`src/rtl/fsk_tone_pkg.sv`:
```
package fsk_tone_pkg;

  // Strobes from control to datapath
  typedef struct packed {
    logic [2:0] toneSel;  // {plan, originate, data}
    logic       mute;
  } tone_cmd_t;

  // Nominal tone frequency in Hz for a tone index {plan, originate, data}
  function automatic int unsigned toneHz(input int unsigned sel);
    case (sel)
      0: toneHz = 1850;  // plan A answer space
      1: toneHz = 1650;  // plan A answer mark
      2: toneHz = 1180;  // plan A originate space
      3: toneHz = 980;   // plan A originate mark
      4: toneHz = 2025;  // plan B answer space
      5: toneHz = 2225;  // plan B answer mark
      6: toneHz = 1070;  // plan B originate space
      default: toneHz = 1270;  // plan B originate mark
    endcase
  endfunction

  // Rounded tuning word: freq * 2^phaseW / clkHz
  function automatic longint tuningWord(input int unsigned freq,
                                        input longint clkHz,
                                        input int phaseW);
    longint num;
    num = longint'(freq) << (phaseW + 1);
    tuningWord = (num + clkHz) / (2 * clkHz);
  endfunction

  // Sine on [0, pi/2] by odd power series
  function automatic real quarterSin(input real x);
    real x2;
    x2 = x * x;
    quarterSin = x * (1.0 - x2 / 6.0 * (1.0 - x2 / 20.0 * (1.0 - x2 / 42.0 *
                 (1.0 - x2 / 72.0 * (1.0 - x2 / 110.0)))));
  endfunction

  // Quarter-table magnitude entry k of 2^addrW, amplitude amp
  function automatic int tableMag(input int k, input int addrW, input int amp);
    real ang;
    ang = (real'(k) + 0.5) * 3.14159265358979 / real'(2 ** (addrW + 1));
    tableMag = $rtoi(real'(amp) * quarterSin(ang) + 0.5);
  endfunction

endpackage

```
`src/rtl/fsk_tone_ctrl.sv`:
```
module fsk_tone_ctrl
  import fsk_tone_pkg::*;
#(
  parameter int SYNC_STAGES = 2
) (
  input  logic      clk,
  input  logic      rstN,
  input  logic      txData,
  input  logic      originate,
  input  logic      bellPlan,
  input  logic      txReqN,
  output tone_cmd_t cmd
);

  localparam int NUM_IN = 4;
  // Reset value: request released (muted), all else zero
  localparam logic [NUM_IN-1:0] RESET_VAL = 4'b0001;

  logic [NUM_IN-1:0] syncChain [SYNC_STAGES];
  logic [NUM_IN-1:0] rawIn;

  assign rawIn = {bellPlan, originate, txData, txReqN};

  genvar s;
  generate
    for (s = 0; s < SYNC_STAGES; s++) begin : gSync
      always_ff @(posedge clk or negedge rstN) begin
        if (!rstN) begin
          syncChain[s] <= RESET_VAL;
        end else if (s == 0) begin
          syncChain[s] <= rawIn;
        end else begin
          syncChain[s] <= syncChain[s-1];
        end
      end
    end
  endgenerate

  logic [NUM_IN-1:0] syncOut;
  assign syncOut = syncChain[SYNC_STAGES-1];

  always_comb begin
    cmd.toneSel = syncOut[3:1];
    cmd.mute    = syncOut[0];
  end

endmodule

```
`src/rtl/fsk_tone_datapath.sv`:
```
module fsk_tone_datapath
  import fsk_tone_pkg::*;
#(
  parameter longint CLK_HZ  = 3579545,
  parameter int     PHASE_W = 24,
  parameter int     SINE_W  = 8,
  parameter int     LUT_AW  = 6
) (
  input  logic                     clk,
  input  logic                     rstN,
  input  tone_cmd_t                cmd,
  output logic [PHASE_W-1:0]       phase,
  output logic signed [SINE_W-1:0] sineOut,
  output logic                     squareOut
);

  localparam int NUM_TONES = 8;
  localparam int LUT_DEPTH = 2 ** LUT_AW;
  localparam int AMP       = 2 ** (SINE_W - 1) - 1;
  localparam int QUAD_HI   = PHASE_W - 1;
  localparam int IDX_HI    = PHASE_W - 3;
  localparam int IDX_LO    = PHASE_W - 2 - LUT_AW;

  // Tuning words, one per tone index
  logic [PHASE_W-1:0] stepTab [NUM_TONES];
  genvar t;
  generate
    for (t = 0; t < NUM_TONES; t++) begin : gStep
      localparam longint TW = tuningWord(toneHz(t), CLK_HZ, PHASE_W);
      assign stepTab[t] = PHASE_W'(TW);
    end
  endgenerate

  // Quarter-wave magnitude table
  logic [SINE_W-2:0] quarterTab [LUT_DEPTH];
  genvar k;
  generate
    for (k = 0; k < LUT_DEPTH; k++) begin : gTab
      localparam int MAG = tableMag(k, LUT_AW, AMP);
      assign quarterTab[k] = (SINE_W-1)'(MAG);
    end
  endgenerate

  // Phase accumulator: never cleared outside reset
  logic [PHASE_W-1:0] step;
  assign step = stepTab[cmd.toneSel];

  always_ff @(posedge clk or negedge rstN) begin
    if (!rstN) phase <= '0;
    else       phase <= phase + step;
  end

  // Quadrant folding
  logic [1:0]        quad;
  logic [LUT_AW-1:0] rawIdx;
  logic [LUT_AW-1:0] foldIdx;
  logic [SINE_W-2:0] mag;
  logic signed [SINE_W-1:0] signedSample;

  always_comb begin
    quad    = phase[QUAD_HI -: 2];
    rawIdx  = phase[IDX_HI:IDX_LO];
    foldIdx = quad[0] ? ~rawIdx : rawIdx;
    mag     = quarterTab[foldIdx];
    signedSample = quad[1] ? -$signed({1'b0, mag}) : $signed({1'b0, mag});
  end

  always_ff @(posedge clk or negedge rstN) begin
    if (!rstN) begin
      sineOut   <= '0;
      squareOut <= 1'b0;
    end else if (cmd.mute) begin
      sineOut   <= '0;
      squareOut <= 1'b0;
    end else begin
      sineOut   <= signedSample;
      squareOut <= phase[QUAD_HI];
    end
  end

endmodule

```
`src/rtl/fsk_tone_synth.sv`:
```
module fsk_tone_synth
  import fsk_tone_pkg::*;
#(
  parameter longint CLK_HZ      = 3579545,
  parameter int     PHASE_W     = 24,
  parameter int     SINE_W      = 8,
  parameter int     LUT_AW      = 6,
  parameter int     SYNC_STAGES = 2
) (
  input  logic                     clk,
  input  logic                     rstN,
  input  logic                     txData,
  input  logic                     originate,
  input  logic                     bellPlan,
  input  logic                     txReqN,
  output logic signed [SINE_W-1:0] sineOut,
  output logic                     squareOut
);

  tone_cmd_t          cmd;
  logic [PHASE_W-1:0] phase;

  fsk_tone_ctrl #(
    .SYNC_STAGES(SYNC_STAGES)
  ) uCtrl (
    .clk      (clk),
    .rstN     (rstN),
    .txData   (txData),
    .originate(originate),
    .bellPlan (bellPlan),
    .txReqN   (txReqN),
    .cmd      (cmd)
  );

  fsk_tone_datapath #(
    .CLK_HZ (CLK_HZ),
    .PHASE_W(PHASE_W),
    .SINE_W (SINE_W),
    .LUT_AW (LUT_AW)
  ) uPath (
    .clk      (clk),
    .rstN     (rstN),
    .cmd      (cmd),
    .phase    (phase),
    .sineOut  (sineOut),
    .squareOut(squareOut)
  );

endmodule

```
`config.mk`:
```
export PLATFORM = sky130hd
export DESIGN_NAME = fsk_tone_synth
export DESIGN_NICKNAME = d
export VERILOG_FILES = /design/src/rtl/fsk_tone_pkg.sv /design/src/rtl/fsk_tone_ctrl.sv /design/src/rtl/fsk_tone_datapath.sv /design/src/rtl/fsk_tone_synth.sv
export SDC_FILE = /design/constraint.sdc
export NUM_CORES = 1
export LEC_CHECK = 0
export BUFFER_PORTS_ARGS = -buffer_cell sky130_fd_sc_hd__buf_2
export CAP_MARGIN = 40
export CORE_ASPECT_RATIO = 1.5
export CORE_UTILIZATION = 55
export DETAILED_ROUTE_END_ITERATION = 6
export PLACE_DENSITY_LB_ADDON = 0.05
export SYNTH_ARGS = -nofsm -noshare
export SYNTH_HDL_FRONTEND = slang
export SYNTH_HIERARCHICAL = 1
export SYNTH_SLANG_ARGS = --single-unit
export TNS_END_PERCENT = 10
```
`constraint.sdc`:
```
create_clock -name clk -period 5.3 [get_ports clk]
set_clock_uncertainty 0.15 [all_clocks]
set_input_delay 0.53 -clock clk [delete_from_list [all_inputs] [get_ports clk]]
set_output_delay 0.53 -clock clk [all_outputs]
set_load 0.1 [all_outputs]
```
==> metrics.md <==
| Metric | Value |
|---|---|
| Ant diodes | `0` |
| Cts repair resizes | `0` |
| First-pass GRT wire length | `roughly 13 mm` |
| Die width | `66.97 um` |
| Chip height | `between 90 and 100 um` |
| Top_reg_cell synth | `dfrtp_1` |
| Drt total wl | `approximately 8 mm` |
| Nets | `~430` |
| Starting Density | `between 50% and 60%` |
| Status | `completed` |
| Mapped Area | `around 0.0035 mm^2` |
| Fill count | `about 570` |
| Worst setup endpoint | `uPath/sineOut[6]$_DFF_PN0_` |
| Dominant cells by area after synthesis | `dfrtp_1 28%, ha_1 11%, xnor2_1 4.3%` |
| I/O Buffers | `14` |
| Die Area | `around 0.0067 mm^2` |
| Final setup fails | `0` |
| VDD IR max | `roughly 0.33 mV` |
| DR pass1 iterations | `5` |
| Hold Slack | `between 20 and 30 ps` |
| Critical path origin | `uPath/phase[17]$_DFF_PN0_` |
| Post-synth top area share | `between 20% and 30%` |
| CP max stage cell | `dfrtp_1` |
| Leak | `1.610 nW` |
| Final Cell Area | `approximately 0.0037 mm^2` |
| Critical Path Max Stage Delay | `roughly 620 ps` |
| Critical Path Source Type | `flip-flop` |
| Drt initial violations | `roughly 140` |
| Ys Warns | `6` |
| CP cell instances | `xor2_1 -> inv_1 -> ha_1 -> and2_1 -> o32ai_1 -> o22ai_1 -> or2_2 -> ha_1 -> nand3_1 -> nor4b_4 -> or4_1` |
| Total GRT Usage | `about a quarter` |
| Clock Path Buffers | `2` |
| Share of layout cells above drive strength 1 | `approximately a tenth` |
| Worst Path Arrival | `between 3000 and 4000 ps` |
| Post-synth cell types | `68` |
| RSZ-0062 raised after global routing | `false` |
| Seq/Total Area, Yosys | `29.54%` |
| Power Total | `between 0.002 and 0.0025 W` |
| DRC viols | `0` |
| Initial antenna violation count | `0` |
| Crit path capture type | `flip-flop` |
| Area Overhead vs Synth | `4.959%` |
| Reg2reg setup slack | `1600 ps` |
| GP Congestion | `between 0.8 and 0.9` |
| CTS sink cnt | `between 40 and 50` |
| Syn Area/Cell | `~8.8 um^2` |
| CTS buffer count | `5` |
| Total negative slack | `0 ps` |
| Drt via density | `between 6 and 7` |
| WL per Instance | `between 15 and 20 um` |
| Tmin final | `~3700 ps` |
| Slew HR | `42.82%` |
| Syn nets | `around 440` |
| R2R Path End | `uPath/sineOut[6]$_DFF_PN0_` |
| Final hold vios | `0` |
| Hold-fix buffers at CTS | `0` |
| Area after DPL | `about 0.0035 mm^2` |
| H-tree lvl count | `2` |
| Clock latency on the worst-skew pair | `~300 ps` |
| Ys async rst share | `100.0%` |
| Fin util | `59.61%` |
| Post-CTS setup buffer count | `0` |
| Core box area | `0.006131 mm^2` |
| Clock transition at the registers of the reported paths | `80 ps` |
| Cell accounting for the most synthesized area | `dfrtp_1` |
| CTS tree | `built` |
| Post-route ant nets | `0` |
| Max-cap violation count | `0` |
| Worst r2r path cells | `11` |
| Overflow after GRT | `0` |
| Routed via count | `~2,900` |
| Final period util | `69.86%` |
| Most frequent cells in the layout | `39 x dfrtp_1, 32 x ha_1, 28 x a21oi_1, 26 x nor2_1, 22 x nand2_1` |
| Critical R2R Launch | `uPath/phase[17]$_DFF_PN0_` |
| #FFs+latches synth | `41` |
| EDFF count, synth | `0` |
| HP Class | `in -> async` |
| Slew @ Worst Pin | `around 840 ps` |
| Power per cell area | `~570 mW/mm^2` |
| Req. time, crit path | `about 5300 ps` |
| Top Ports | `15` |
| Vias in the first global route | `approximately 2,800` |
| Max Clock Freq | `around 0.27 GHz` |
| Syn Inst Count | `between 300 and 400` |
| Crit path top cell by count | `ha_1` |
| Largest net degree at the start of global routing | `42` |
| Worst-path fanout max | `11` |
| Final Max Slew Viols | `0` |
| CTS Root Cell | `clkbuf_8` |
| Dpl hpwl | `a little under 6 mm` |
| Row cnt | `35` |
| Commonest non-fill, non-tap cell in the layout | `dfrtp_1` |
| Type of the worst setup path | `reg -> reg` |
==> synth_stat cells (all sizes together) (4+ instances only) <==
library cell / instances
clkbuf: 9
a31oi: 4
mux2: 8
mux2i: 4
a21oi: 28
xnor2: 17
ha: 32
o21a: 6
or3: 4
nand3: 11
buf: 20
nand2b: 14
and3b: 5
inv: 22
o21ai: 19
o211ai: 6
nand4: 5
nand2: 22
a21o: 5
nor2: 26
xor2: 8
o32ai: 4
or2: 4
o31ai: 4
o22ai: 6
dfrtp: 39
nor2b: 10
nor3: 7
==> worst max-delay path, delay by kind of cell (launching register included) <==
family / cells / cell delay [ps]
buffers and inverters: 1 / 220
adders and majority gates: 2 / 530
DFF: 1 / 620
AOI/OAI and AO/OA: 2 / 410
xor gates and xnor gates: 1 / 390
and+or+nand+nor: 5 / 1230
==> how the worst min path moves through the flow <==
stage	startpoint	endpoint	cells after the start
floorplan	rstN	uCtrl/cmd[1]$_DFF_PN0_	0
global placement	uCtrl/syncChain[6]$_DFF_PN0_	uCtrl/cmd[2]$_DFF_PN0_	0
detailed placement	uCtrl/syncChain[6]$_DFF_PN0_	uCtrl/cmd[2]$_DFF_PN0_	0
CTS	rstN	uPath/phase[2]$_DFF_PN0_	1
global route	rstN	uPath/phase[2]$_DFF_PN0_	1
finish	rstN	uPath/phase[2]$_DFF_PN0_	1
==> power breakdown <==
part	internal, W	switching (W)	leakage, nW
combinational	0.000508	0.000800	1.05
sequential	0.000418	0.0000973	0.504
clock	0.000140	0.000105	0.0552
==> per-layer routing <==
layer | vias up | track usage [%] | part of all wire, %
met4 | 0 | 8.347 | 1.2
met1 | 1388 | 28.91 | 41
met2 | 44 | 48.95 | 56
met5 | - | 0 | 0
li1 | 1411 | - | -
met3 | 8 | 2.408 | 1.7
==> flip-flops by register name, indices dropped and copies added (netlist names) <==
register and cells:
uCtrl/cmd 4, uCtrl/syncChain 4, uPath/phase 24, uPath/sineOut 8, uPath/squareOut 1
==> cell type report <==
| type | instances | area, um^2 | area share, % |
|---|---|---|---|
| clock buffer | 6 | 72.57 | 1.986 |
| clock inverter | 2 | 35.03 | 0.9586 |
| inverter | 22 | 82.58 | 2.259 |
| tap | 74 | 92.59 | 2.533 |
| timing repair buffer | 18 | 120.1 | 3.287 |
| sequential | 41 | 1028 | 28.14 |
| multi-input combinational | 305 | 2223 | 60.84 |
==> through the flow <==
stage | instances | setup WS [ps]
6_report | 468 | 1597
5_1_grt | 468 | 1322
3_5_place_dp | 460 | 1660
3_3_place_gp | 459 | 1640
4_1_cts | 468 | 1618
2_1_floorplan | 397 | 1545
==> cell families (layout without fill, tap and decap cells) <==
family / count (synthesis) / in the layout / share of synthesized area, %
muxes: 12 / 12 / 3.737
DFF: 41 / 41 / 29.54
AOI/OAI and AO/OA: 110 / 110 / 21.60
xor gates and xnor gates: 25 / 25 / 6.288
and+or+nand+nor: 125 / 125 / 20.16
buffers and inverters: 51 / 48 / 6.612
adders and majority gates: 33 / 33 / 12.07
Note: power is estimated with default switching activity, not from simulation.
